--- src/rtl/gms_pkg.sv ---
package gms_pkg;

  function automatic int gcd_int(input int a, input int b);
    int x;
    int y;
    int t;
    x = a;
    y = b;
    while (y != 0) begin
      t = x % y;
      x = y;
      y = t;
    end
    return x;
  endfunction

  // Least common multiple of all integers 1..n: the weight scale.
  function automatic int lcm_upto(input int n);
    int l;
    l = 1;
    for (int k = 2; k <= n; k++) begin
      l = (l / gcd_int(l, k)) * k;
    end
    return l;
  endfunction

  function automatic int bits_for(input int v);
    return (v < 2) ? 1 : $clog2(v);
  endfunction

endpackage

--- src/rtl/gms_occupancy.sv ---
module gms_occupancy #(
  parameter int N  = 4,
  parameter int CW = 3
) (
  input  logic [N*N-1:0] mtx,
  output logic [CW-1:0]  row_cnt [N],
  output logic [CW-1:0]  col_cnt [N]
);
  for (genvar i = 0; i < N; i++) begin : g_row
    always_comb begin
      row_cnt[i] = '0;
      for (int j = 0; j < N; j++) row_cnt[i] = row_cnt[i] + CW'(mtx[i*N+j]);
    end
  end

  for (genvar j = 0; j < N; j++) begin : g_col
    always_comb begin
      col_cnt[j] = '0;
      for (int i = 0; i < N; i++) col_cnt[j] = col_cnt[j] + CW'(mtx[i*N+j]);
    end
  end
endmodule

--- src/rtl/gms_weight_array.sv ---
module gms_weight_array #(
  parameter int N   = 4,
  parameter int CW  = 3,
  parameter int LCM = 12,
  parameter int RW  = 4,
  parameter int WW  = 5
) (
  input  logic           clk,
  input  logic           rst_n,
  input  logic [N*N-1:0] mtx,
  input  logic [CW-1:0]  row_cnt [N],
  input  logic [CW-1:0]  col_cnt [N],
  output logic [WW-1:0]  wgt     [N*N]
);
  localparam int TBL = 1 << CW;

  // Reciprocal table: entry k holds LCM/k, so sums stay exact integers.
  logic [RW-1:0] recip [TBL];
  for (genvar k = 0; k < TBL; k++) begin : g_recip
    if (k == 0 || k > N) begin : g_zero
      assign recip[k] = '0;
    end else begin : g_val
      assign recip[k] = RW'(LCM / k);
    end
  end

  for (genvar i = 0; i < N; i++) begin : g_i
    for (genvar j = 0; j < N; j++) begin : g_j
      assign wgt[i*N+j] = mtx[i*N+j]
                          ? (WW'(recip[row_cnt[i]]) + WW'(recip[col_cnt[j]]))
                          : '0;

      assert_weight_range_R2: assert property (@(posedge clk) disable iff (!rst_n)
        mtx[i*N+j] |-> (wgt[i*N+j] >= WW'(2 * (LCM / N)) && wgt[i*N+j] <= WW'(2 * LCM)));
    end
  end
endmodule

--- src/rtl/gms_argmax.sv ---
module gms_argmax #(
  parameter int N  = 4,
  parameter int IW = 2,
  parameter int WW = 5
) (
  input  logic          clk,
  input  logic          rst_n,
  input  logic [WW-1:0] wgt [N*N],
  output logic          found,
  output logic [IW-1:0] best_row,
  output logic [IW-1:0] best_col
);
  localparam int NN = N * N;
  localparam int FW = (NN < 2) ? 1 : $clog2(NN);

  logic [WW-1:0] best_w;
  logic [FW-1:0] best_flat;

  // Row-major scan with strict comparison: the earliest (lowest row, then
  // lowest column) cell keeps a tie.
  always_comb begin
    best_w    = '0;
    best_flat = '0;
    for (int k = 0; k < NN; k++) begin
      if (wgt[k] > best_w) begin
        best_w    = wgt[k];
        best_flat = FW'(k);
      end
    end
  end

  assign found    = (best_w != '0);
  assign best_row = IW'(best_flat / FW'(N));
  assign best_col = IW'(best_flat % FW'(N));

  for (genvar k = 0; k < NN; k++) begin : g_chk
    assert_best_dominates_R3: assert property (@(posedge clk) disable iff (!rst_n)
      found |-> (wgt[k] <= wgt[best_row*N + best_col]));
    assert_tie_lowest_index_R4: assert property (@(posedge clk) disable iff (!rst_n)
      (found && wgt[k] == wgt[best_row*N + best_col]) |-> (k >= best_row*N + best_col));
    assert_none_when_empty_R3: assert property (@(posedge clk) disable iff (!rst_n)
      !found |-> (wgt[k] == '0));
  end
endmodule

--- src/rtl/greedy_match_sched.sv ---
module greedy_match_sched #(
  parameter int N  = 4,
  parameter int IW = gms_pkg::bits_for(N)
) (
  input  logic           clk,
  input  logic           rst_n,
  input  logic           start,
  input  logic [N*N-1:0] req_mtx,
  output logic           sel_valid,
  output logic [IW-1:0]  sel_in,
  output logic [IW-1:0]  sel_out,
  output logic [IW-1:0]  sel_step,
  output logic           done
);
  localparam int NN  = N * N;
  localparam int CW  = $clog2(N + 1);
  localparam int LCM = gms_pkg::lcm_upto(N);
  localparam int RW  = $clog2(LCM + 1);
  localparam int WW  = RW + 1;

  logic           busy;
  logic [NN-1:0]  remain;
  logic [CW-1:0]  step_cnt;
  logic [CW-1:0]  row_cnt [N];
  logic [CW-1:0]  col_cnt [N];
  logic [WW-1:0]  wgt     [NN];
  logic           pick_found;
  logic [IW-1:0]  pick_row;
  logic [IW-1:0]  pick_col;
  logic [NN-1:0]  clear_mask;
  logic           run_step;
  logic           run_end;

  gms_occupancy #(.N(N), .CW(CW)) u_occ (
    .mtx     (remain),
    .row_cnt (row_cnt),
    .col_cnt (col_cnt)
  );

  gms_weight_array #(.N(N), .CW(CW), .LCM(LCM), .RW(RW), .WW(WW)) u_wgt (
    .clk     (clk),
    .rst_n   (rst_n),
    .mtx     (remain),
    .row_cnt (row_cnt),
    .col_cnt (col_cnt),
    .wgt     (wgt)
  );

  gms_argmax #(.N(N), .IW(IW), .WW(WW)) u_max (
    .clk      (clk),
    .rst_n    (rst_n),
    .wgt      (wgt),
    .found    (pick_found),
    .best_row (pick_row),
    .best_col (pick_col)
  );

  // Every cell sharing the picked row or column is struck out.
  always_comb begin
    for (int i = 0; i < N; i++) begin
      for (int j = 0; j < N; j++) begin
        clear_mask[i*N+j] = (IW'(i) == pick_row) || (IW'(j) == pick_col);
      end
    end
  end

  assign run_step = busy && pick_found;
  assign run_end  = busy && !pick_found;

  always_ff @(posedge clk or negedge rst_n) begin
    if (!rst_n) begin
      busy      <= 1'b0;
      remain    <= '0;
      step_cnt  <= '0;
      sel_valid <= 1'b0;
      sel_in    <= '0;
      sel_out   <= '0;
      sel_step  <= '0;
      done      <= 1'b0;
    end else begin
      sel_valid <= 1'b0;
      done      <= 1'b0;
      if (!busy) begin
        if (start) begin
          busy     <= 1'b1;
          remain   <= req_mtx;
          step_cnt <= '0;
        end
      end else if (run_step) begin
        sel_valid <= 1'b1;
        sel_in    <= pick_row;
        sel_out   <= pick_col;
        sel_step  <= IW'(step_cnt);
        step_cnt  <= step_cnt + 1'b1;
        remain    <= remain & ~clear_mask;
      end else if (run_end) begin
        done <= 1'b1;
        busy <= 1'b0;
      end
    end
  end

  assert_pick_is_request_R3: assert property (@(posedge clk) disable iff (!rst_n)
    run_step |-> remain[pick_row*N + pick_col]);
  assert_lines_removed_R3: assert property (@(posedge clk) disable iff (!rst_n)
    sel_valid |-> (row_cnt[sel_in] == '0 && col_cnt[sel_out] == '0));
  assert_steps_bounded_R5: assert property (@(posedge clk) disable iff (!rst_n)
    busy |-> (step_cnt <= CW'(N)));
  assert_done_after_empty_R6: assert property (@(posedge clk) disable iff (!rst_n)
    done |-> (remain == '0 && !busy));
  assert_done_not_with_pick_R6: assert property (@(posedge clk) disable iff (!rst_n)
    !(sel_valid && done));
  assert_done_single_cycle_R6: assert property (@(posedge clk) disable iff (!rst_n)
    done |=> !done);
  assert_capture_only_idle_R8: assert property (@(posedge clk) disable iff (!rst_n)
    (busy && !pick_found) |=> !busy);
endmodule

--- config.mk ---
export PLATFORM = sky130hd
export DESIGN_NAME = greedy_match_sched
export DESIGN_NICKNAME = d
export VERILOG_FILES = /design/src/rtl/gms_pkg.sv /design/src/rtl/gms_occupancy.sv /design/src/rtl/gms_weight_array.sv /design/src/rtl/gms_argmax.sv /design/src/rtl/greedy_match_sched.sv
export SDC_FILE = /design/constraint.sdc
export NUM_CORES = 1
export LEC_CHECK = 0
export CAP_MARGIN = 25
export CORE_UTILIZATION = 30
export DETAILED_ROUTE_END_ITERATION = 16
export PLACE_DENSITY_LB_ADDON = 0.3
export RECOVER_POWER = 25
export SKIP_LAST_GASP = 1
export SLEW_MARGIN = 0
export SYNTH_ARGS = -nofsm -noshare
export SYNTH_HDL_FRONTEND = slang
export SYNTH_SLANG_ARGS = --single-unit
export TNS_END_PERCENT = 1
--- constraint.sdc ---
create_clock -name clk -period 22.5 [get_ports clk]
set_input_delay 2.25 -clock clk [delete_from_list [all_inputs] [get_ports clk]]
set_output_delay 2.25 -clock clk [all_outputs]
set_load 0.01 [all_outputs]
==> impl_metrics.tcl, run 1 <==
set metrics [dict create \
    multi_input_area_um2 7730 \
    clockRootBuffer "clkbuf_16" \
    gp_congestion 0.906 \
    core-area_um2 25300 \
    synth_xor_area_frac 0.0349 \
    start_util 0.307 \
    port-buffer-count 26 \
    drc_errors 0 \
    seqCellArea_um2 677 \
    hold_depth 1 \
    wirelength_mm 27.1 \
    max_freq_ghz 0.0448 \
    layout.cells.non_filler 1495 \
    rsz0062_at_grt "yes" \
    finalCriticalPeriod_ns 22.32 \
    regToRegSetupSlack_ns 0.18 \
    postRouteAntennaNets 0 \
    holdCritPathClass "flip-flop to flip-flop" \
    crit_start "remain[1]" \
    fp-row-count 58 \
    cpPeakStageDelay_ns 0.44 \
    tritoncts "built" \
    synth_top_family_by_area "adder cells" \
    cpMostUsedCell "ha_1" \
    path_class "flip-flop to flip-flop" \
    grt_overflow_total 0 \
    synth_compound_area_frac 0.278 \
    drive_gt1_frac 0.298 \
    drt-wirelength-per-cell_um 18.1 \
    avgViaCountPerCell 5.40 \
    dp.cells 1439 \
    ys_ff_latch 27 \
    cp.arrival_ns 22.50 \
    netlist_instances 981 \
    hold-worst-slack_ns 0.516 \
    clk_pin_slew_ns 0.07 \
    yosysSeqAreaShare 0.0869 \
    maxSlewHeadroom 0.0173 \
    synthTopCellsByArea "ha_1 25%, dfrtp_1 8.7%, fa_1 6.2%, nand2_1 5.0%, a21oi_1 4.7%" \
    clock-sinks 27 \
    dieArea_um2 26600 \
    areaGrowthSynthToFinish_pct 37.2 \
    finalMaxSlewViolations 0 \
    maxCapViolations 0 \
    antenna_found_initial 0 \
    vias 8066 \
    yosysTopAreaCell "ha_1" \
    clkLatencyLatePin_ns 0.27 \
    avgSynthCellArea_um2 7.92 \
    final_cell_area_um2 10700 \
    grt_usage 0.195 \
    finalSetupViolations 0 \
    synth_area_um2 7770 \
    num-fill-cells 2491 \
    hold_path_end "sel_step[1]" \
    worst_slack_ns 0.178 \
    yosys.cell_types.count 83 \
    pin_count 27 \
    ys_warn_count 0 \
    worst-path-buf-inv 11 \
    htreeDepth 1 \
    worstMarginPinSlew_ns 1.47 \
    path_max_fanout 8 \
    path_depth 115 \
    clk_path_buf_depth 2 \
    finalHoldViolCount 0 \
    place_area_um2 9340 \
    min_from "sel_step[1]" \
    place_ws_ns -0.878 \
    r2r_cells 115 \
    first_pass_iters 5 \
    grt_pass1_wl_mm 40.9 \
    diodes 0 \
    r2r_start "remain[1]" \
    dieHeight_um 163 \
    endpoint_kind "flip-flop" \
    r2r-end "remain[13]" \
    dp_hpwl_mm 21.9 \
    synth_nets 1180 \
    cpMaxStageDelayCell "dfrtp_2" \
    async_reset_ff_frac 1.00 \
    crit_family "compound AO/OA/AOI/OAI gates" \
    grt_pass1_vias 7567 \
    synth_edf_count 0 \
    crit_path_start_kind "flip-flop" \
    worstPathRequired_ns 22.68 \
    cts_buffers 3 \
    drtIter0Drc 373 \
    synthAdderAreaFrac 0.313 \
    num-nets-final 1365 \
    status "completed" \
    synth_simple_gate_area_frac 0.217 \
    finClkSkew_ns 0.00443 \
    period_share 0.992 \
    synthMuxAreaShare 0.0361 \
    synth_top_area_frac 0.251 \
    grt_max_degree 28 \
    dieWidth_um 163 \
    synth_ff_type "dfrtp_1" \
]
-- cell usage in the layout (no fill, tap or decap), types with 6 or more instances in the layout --
master / instances
buf_4: 161
ha_1: 144
nand2_1: 94
nor2_1: 77
a21oi_1: 55
inv_1: 48
a21o_1: 32
o21ai_0: 27
dfrtp_1: 26
clkdlybuf4s50_1: 25
nand3_1: 24
and2_1: 24
fa_1: 22
o21a_1: 20
xor2_1: 18
nand2b_1: 17
a21oi_2: 16
mux2i_1: 15
and3_1: 13
nor3_1: 12
xnor2_1: 12
nor2b_1: 11
o21ai_1: 11
o211ai_1: 11
ha_4: 11
o31ai_2: 10
a31oi_1: 10
a32oi_1: 10
and3_4: 9
nand2_2: 8
o21ai_2: 7
nor2_2: 7
and2_4: 6
mux2_2: 6
-- layout make-up --
type                            instances  share of cell area
Sequential cell                        27              0.0635
Clock buffer                            4             0.00739
Tap cell                              330              0.0387
Timing Repair Buffer                  196               0.148
Inverter                               50              0.0176
Multi-Input combinational cell        888               0.725
-- through the flow --
| step | setup TNS (ns) | utilization |
|---|---|---|
| 2_1_floorplan | 0 | - |
| 3_3_place_gp | -14.98 | 0.369 |
| 3_5_place_dp | -21.98 | 0.369 |
| 4_1_cts | 0 | 0.379 |
| 5_1_grt | -24.25 | 0.421 |
| 6_report | 0 | 0.421 |
-- synthesized netlist by cell type, types with 4 or more instances --
cell type	instances
ha_1	156
nand2b_1	18
a211oi_1	8
xnor2_1	12
mux2i_1	19
o21ai_1	5
mux2_2	8
nand3_1	26
or2_2	6
o31ai_1	6
o31a_1	5
o22ai_1	9
fa_1	24
xor2_1	19
o31ai_2	8
nor3b_1	5
a32oi_1	11
nor2_1	86
o211ai_1	11
and3_1	22
clkbuf_1	12
o21ai_0	44
and2_1	30
dfrtp_1	27
nand4_1	5
nand2_1	103
o211a_1	4
nor3_1	17
inv_1	50
a21o_1	32
nor2b_1	14
a21oi_1	73
a31oi_1	17
o21a_1	22
-- timing repair --
action | 4_1_cts | 5_1_grt
gates resized for setup | 30 | 147
hold endpoints to repair | 0 | 0
hold buffers | 0 | 0
pin swaps | 12 | 74
endpoints found under the setup margin | 27 | 27
cloned | 0 | 1
buffers inserted | 8 | 43
-- state kept, by name, summed over array words and instances, names as in the netlist --
name       cells
busy           1
remain        16
sel_step       2
sel_valid      1
sel_in         2
done           1
step_cnt       2
sel_out        2
-- worst register-to-register path: cells and delay by family, from the launching register on --
kind,cells,cell delay (ns)
muxes,5,1.25
adders and majority gates,19,5.27
AOI/OAI and AO/OA,50,9.37
DFF,1,0.44
and+or+nand+nor,29,4.21
buffers and inverters,11,1.54
xor gates and xnor gates,1,0.17
-- worst max-delay path by stage --
stage,endpoint,slack (ns)
finish,remain[13],0.18
global route,remain[15],-0.96
CTS,remain[2],0.03
detailed placement,sel_step[1],-0.88
global placement,sel_step[1],-0.63
floorplan,sel_in[0],0.02
-- layer usage --
layer,vias up,global-route usage,share of wire
met4,0,0.0276,0.016
li1,4024,-,-
met2,161,0.327,0.46
met1,3851,0.281,0.49
met3,30,0.00586,0.031
met5,-,0,0
-- kinds of logic after synthesis --
kind of cell	Yosys count
AOI/OAI and AO/OA	302
and+or+nand+nor	348
adders and majority gates	180
muxes	27
xor gates and xnor gates	31
buffers and inverters	66
DFF	27
Power of run 1 is left out: the tool's default activity adds up to more than one toggle a clock period on the data nets, which glitch-free logic cannot reach.
==> run 2: changes to the inputs <==
--- a/config.mk
+++ b/config.mk
@@ -8,6 +8,7 @@
 export CAP_MARGIN = 25
 export CORE_UTILIZATION = 30
 export DETAILED_ROUTE_END_ITERATION = 16
+export DONT_BUFFER_PORTS = 1
 export PLACE_DENSITY_LB_ADDON = 0.3
 export RECOVER_POWER = 25
 export SKIP_LAST_GASP = 1
==> run 2 against run 1 <==
Routed wire length is 4.7% higher. Worst hold slack better by 0.059 ns. Clock-buffer cell count is 1 lower. Via count is 2.9% higher. Design area is 5.5% higher. Fmax is 0.42% higher. Register-to-register slack better by 0.09 ns. Core utilization is 2.3 points higher. Critical path type unchanged. Highest routed layer unchanged.
==> impl_metrics.tcl, run 2 (synthesis gave the netlist of run 1 again) <==
set metrics [dict create \
    status "completed" \
    dieWidth_um 163 \
    finalCriticalPeriod_ns 22.23 \
    clkLatencyLatePin_ns 0.27 \
    cpMaxStageDelayCell "dfrtp_2" \
    htreeDepth 1 \
    postCtsHoldBufs 0 \
    core-area_um2 25300 \
    grt_usage 0.196 \
    dp_hpwl_mm 22.1 \
    worstMarginPinSlew_ns 1.28 \
    dieHeight_um 163 \
    finalSetupViolations 0 \
    drc_errors 0 \
    port-buffer-count 0 \
    fp-row-count 58 \
    tritoncts "built" \
    rsz0062_at_grt "yes" \
    largest_register_ffs 16 \
    finClkSkew_ns 0.00846 \
    holdCritPathClass "flip-flop to flip-flop" \
    path_max_fanout 8 \
    max_freq_ghz 0.0450 \
    finalHoldViolCount 0 \
    grt_overflow_total 0 \
    hold_path_end "sel_out[1]" \
    path_depth 115 \
    cpPeakStageDelay_ns 0.47 \
    postRouteAntennaNets 0 \
    drtIter0Drc 531 \
    antenna_found_initial 0 \
    place_area_um2 9390 \
    clk_path_buf_depth 2 \
    num-nets-final 1404 \
    pin_count 27 \
    maxCapViolations 0 \
    grt_pass1_wl_mm 41.2 \
    regToRegSetupSlack_ns 0.27 \
    endpoint_kind "flip-flop" \
    dieArea_um2 26600 \
    vias 8298 \
    start_util 0.307 \
    clk_pin_slew_ns 0.07 \
    avgViaCountPerCell 5.41 \
    grt_pass1_vias 7791 \
    worst-path-buf-inv 13 \
    grt_max_degree 28 \
    cts_buffers 3 \
    wirelength_mm 28.3 \
    final_cell_area_um2 11300 \
    hold_depth 2 \
    r2r-end "remain[15]" \
    drive_gt1_frac 0.377 \
    diodes 0 \
    r2r_cells 115 \
    cpMostUsedCell "ha_1" \
    clockRootBuffer "clkbuf_16" \
    finalMaxSlewViolations 0 \
    areaGrowthSynthToFinish_pct 44.7 \
    drt-wirelength-per-cell_um 18.5 \
    cp.arrival_ns 22.40 \
    layout_commonest_cell "buf_4" \
    min_from "sel_out[1]" \
    crit_path_start_kind "flip-flop" \
    maxSlewHeadroom 0.143 \
    regMostFlops "remain" \
    gp_congestion 0.923 \
    crit_family "compound AO/OA/AOI/OAI gates" \
    first_pass_iters 5 \
    worstPathRequired_ns 22.67 \
    path_class "flip-flop to flip-flop" \
    mostFrequentLayoutCells "217 x buf_4, 132 x ha_1, 93 x nand2_1, 72 x nor2_1, 50 x a21oi_1" \
    clock-sinks 27 \
    period_share 0.988 \
    r2r_start "remain[0]" \
]
## run 2: area by class of cell
cell class | count | area (um^2)
clock inverters | 1 | 7.51
fillers | 2456 | 14100
inverters | 50 | 188
multi-input cells | 888 | 8060
clock buffers | 3 | 75.1
flip-flops and latches | 27 | 678
well taps | 330 | 413
repair buffers | 235 | 1830
## run 2: worst max-delay path by stage
stage / start / to / slack [ns]
global placement: remain[0] / remain[2] / -0.43
floorplan: remain[5] / sel_in[0] / 0.02
finish: remain[0] / remain[15] / 0.27
detailed placement: remain[0] / step_cnt[0] / -0.77
CTS: remain[1] / sel_step[0] / 0.01
global route: remain[0] / remain[15] / -0.67
## run 2: repair_timing
action,CTS,global route
gates resized for setup,25,229
setup buffers,8,64
gates cloned,0,2
endpoints found under the setup margin,27,27
pin swaps,12,133
## run 2: layer usage
layer / routed length (um) / vias up / share of wire / global-route usage
met4: 701 / 0 / 0.025 / 0.0442
met2: 13400 / 187 / 0.47 / 0.330
met1: 13000 / 3967 / 0.46 / 0.267
met3: 1280 / 51 / 0.045 / 0.0206
li1: - / 4093 / - / -
met5: 0 / - / 0 / 0
## run 2: metrics by stage
stage | worst slack [ns] | cells | hold WS (ns) | util | setup TNS, ns
finish | 0.272 | 1534 | 0.575 | 0.444 | 0
global route | -0.674 | 1534 | 0.587 | 0.444 | -16.78
CTS | 0.00962 | 1468 | 0.577 | 0.381 | 0
detailed placement | -0.771 | 1456 | 0.563 | 0.371 | -18.69
global placement | -0.433 | 1456 | 0.527 | 0.371 | -10.25
floorplan | 0.0153 | 981 | 0.488 | - | 0
## run 2: worst reg2reg max path: cells and delay by family (launching register included)
kind                     cells  cell delay [ns]
AO/OA/AOI/OAI               53             9.33
adder cells (fa/ha/maj)     20             5.93
AND/OR/NAND/NOR             26             3.80
buffers and inverters       13             1.80
multiplexers                 3             0.80
flip-flops                   1             0.47
Power of run 2 is left out for the same reason.
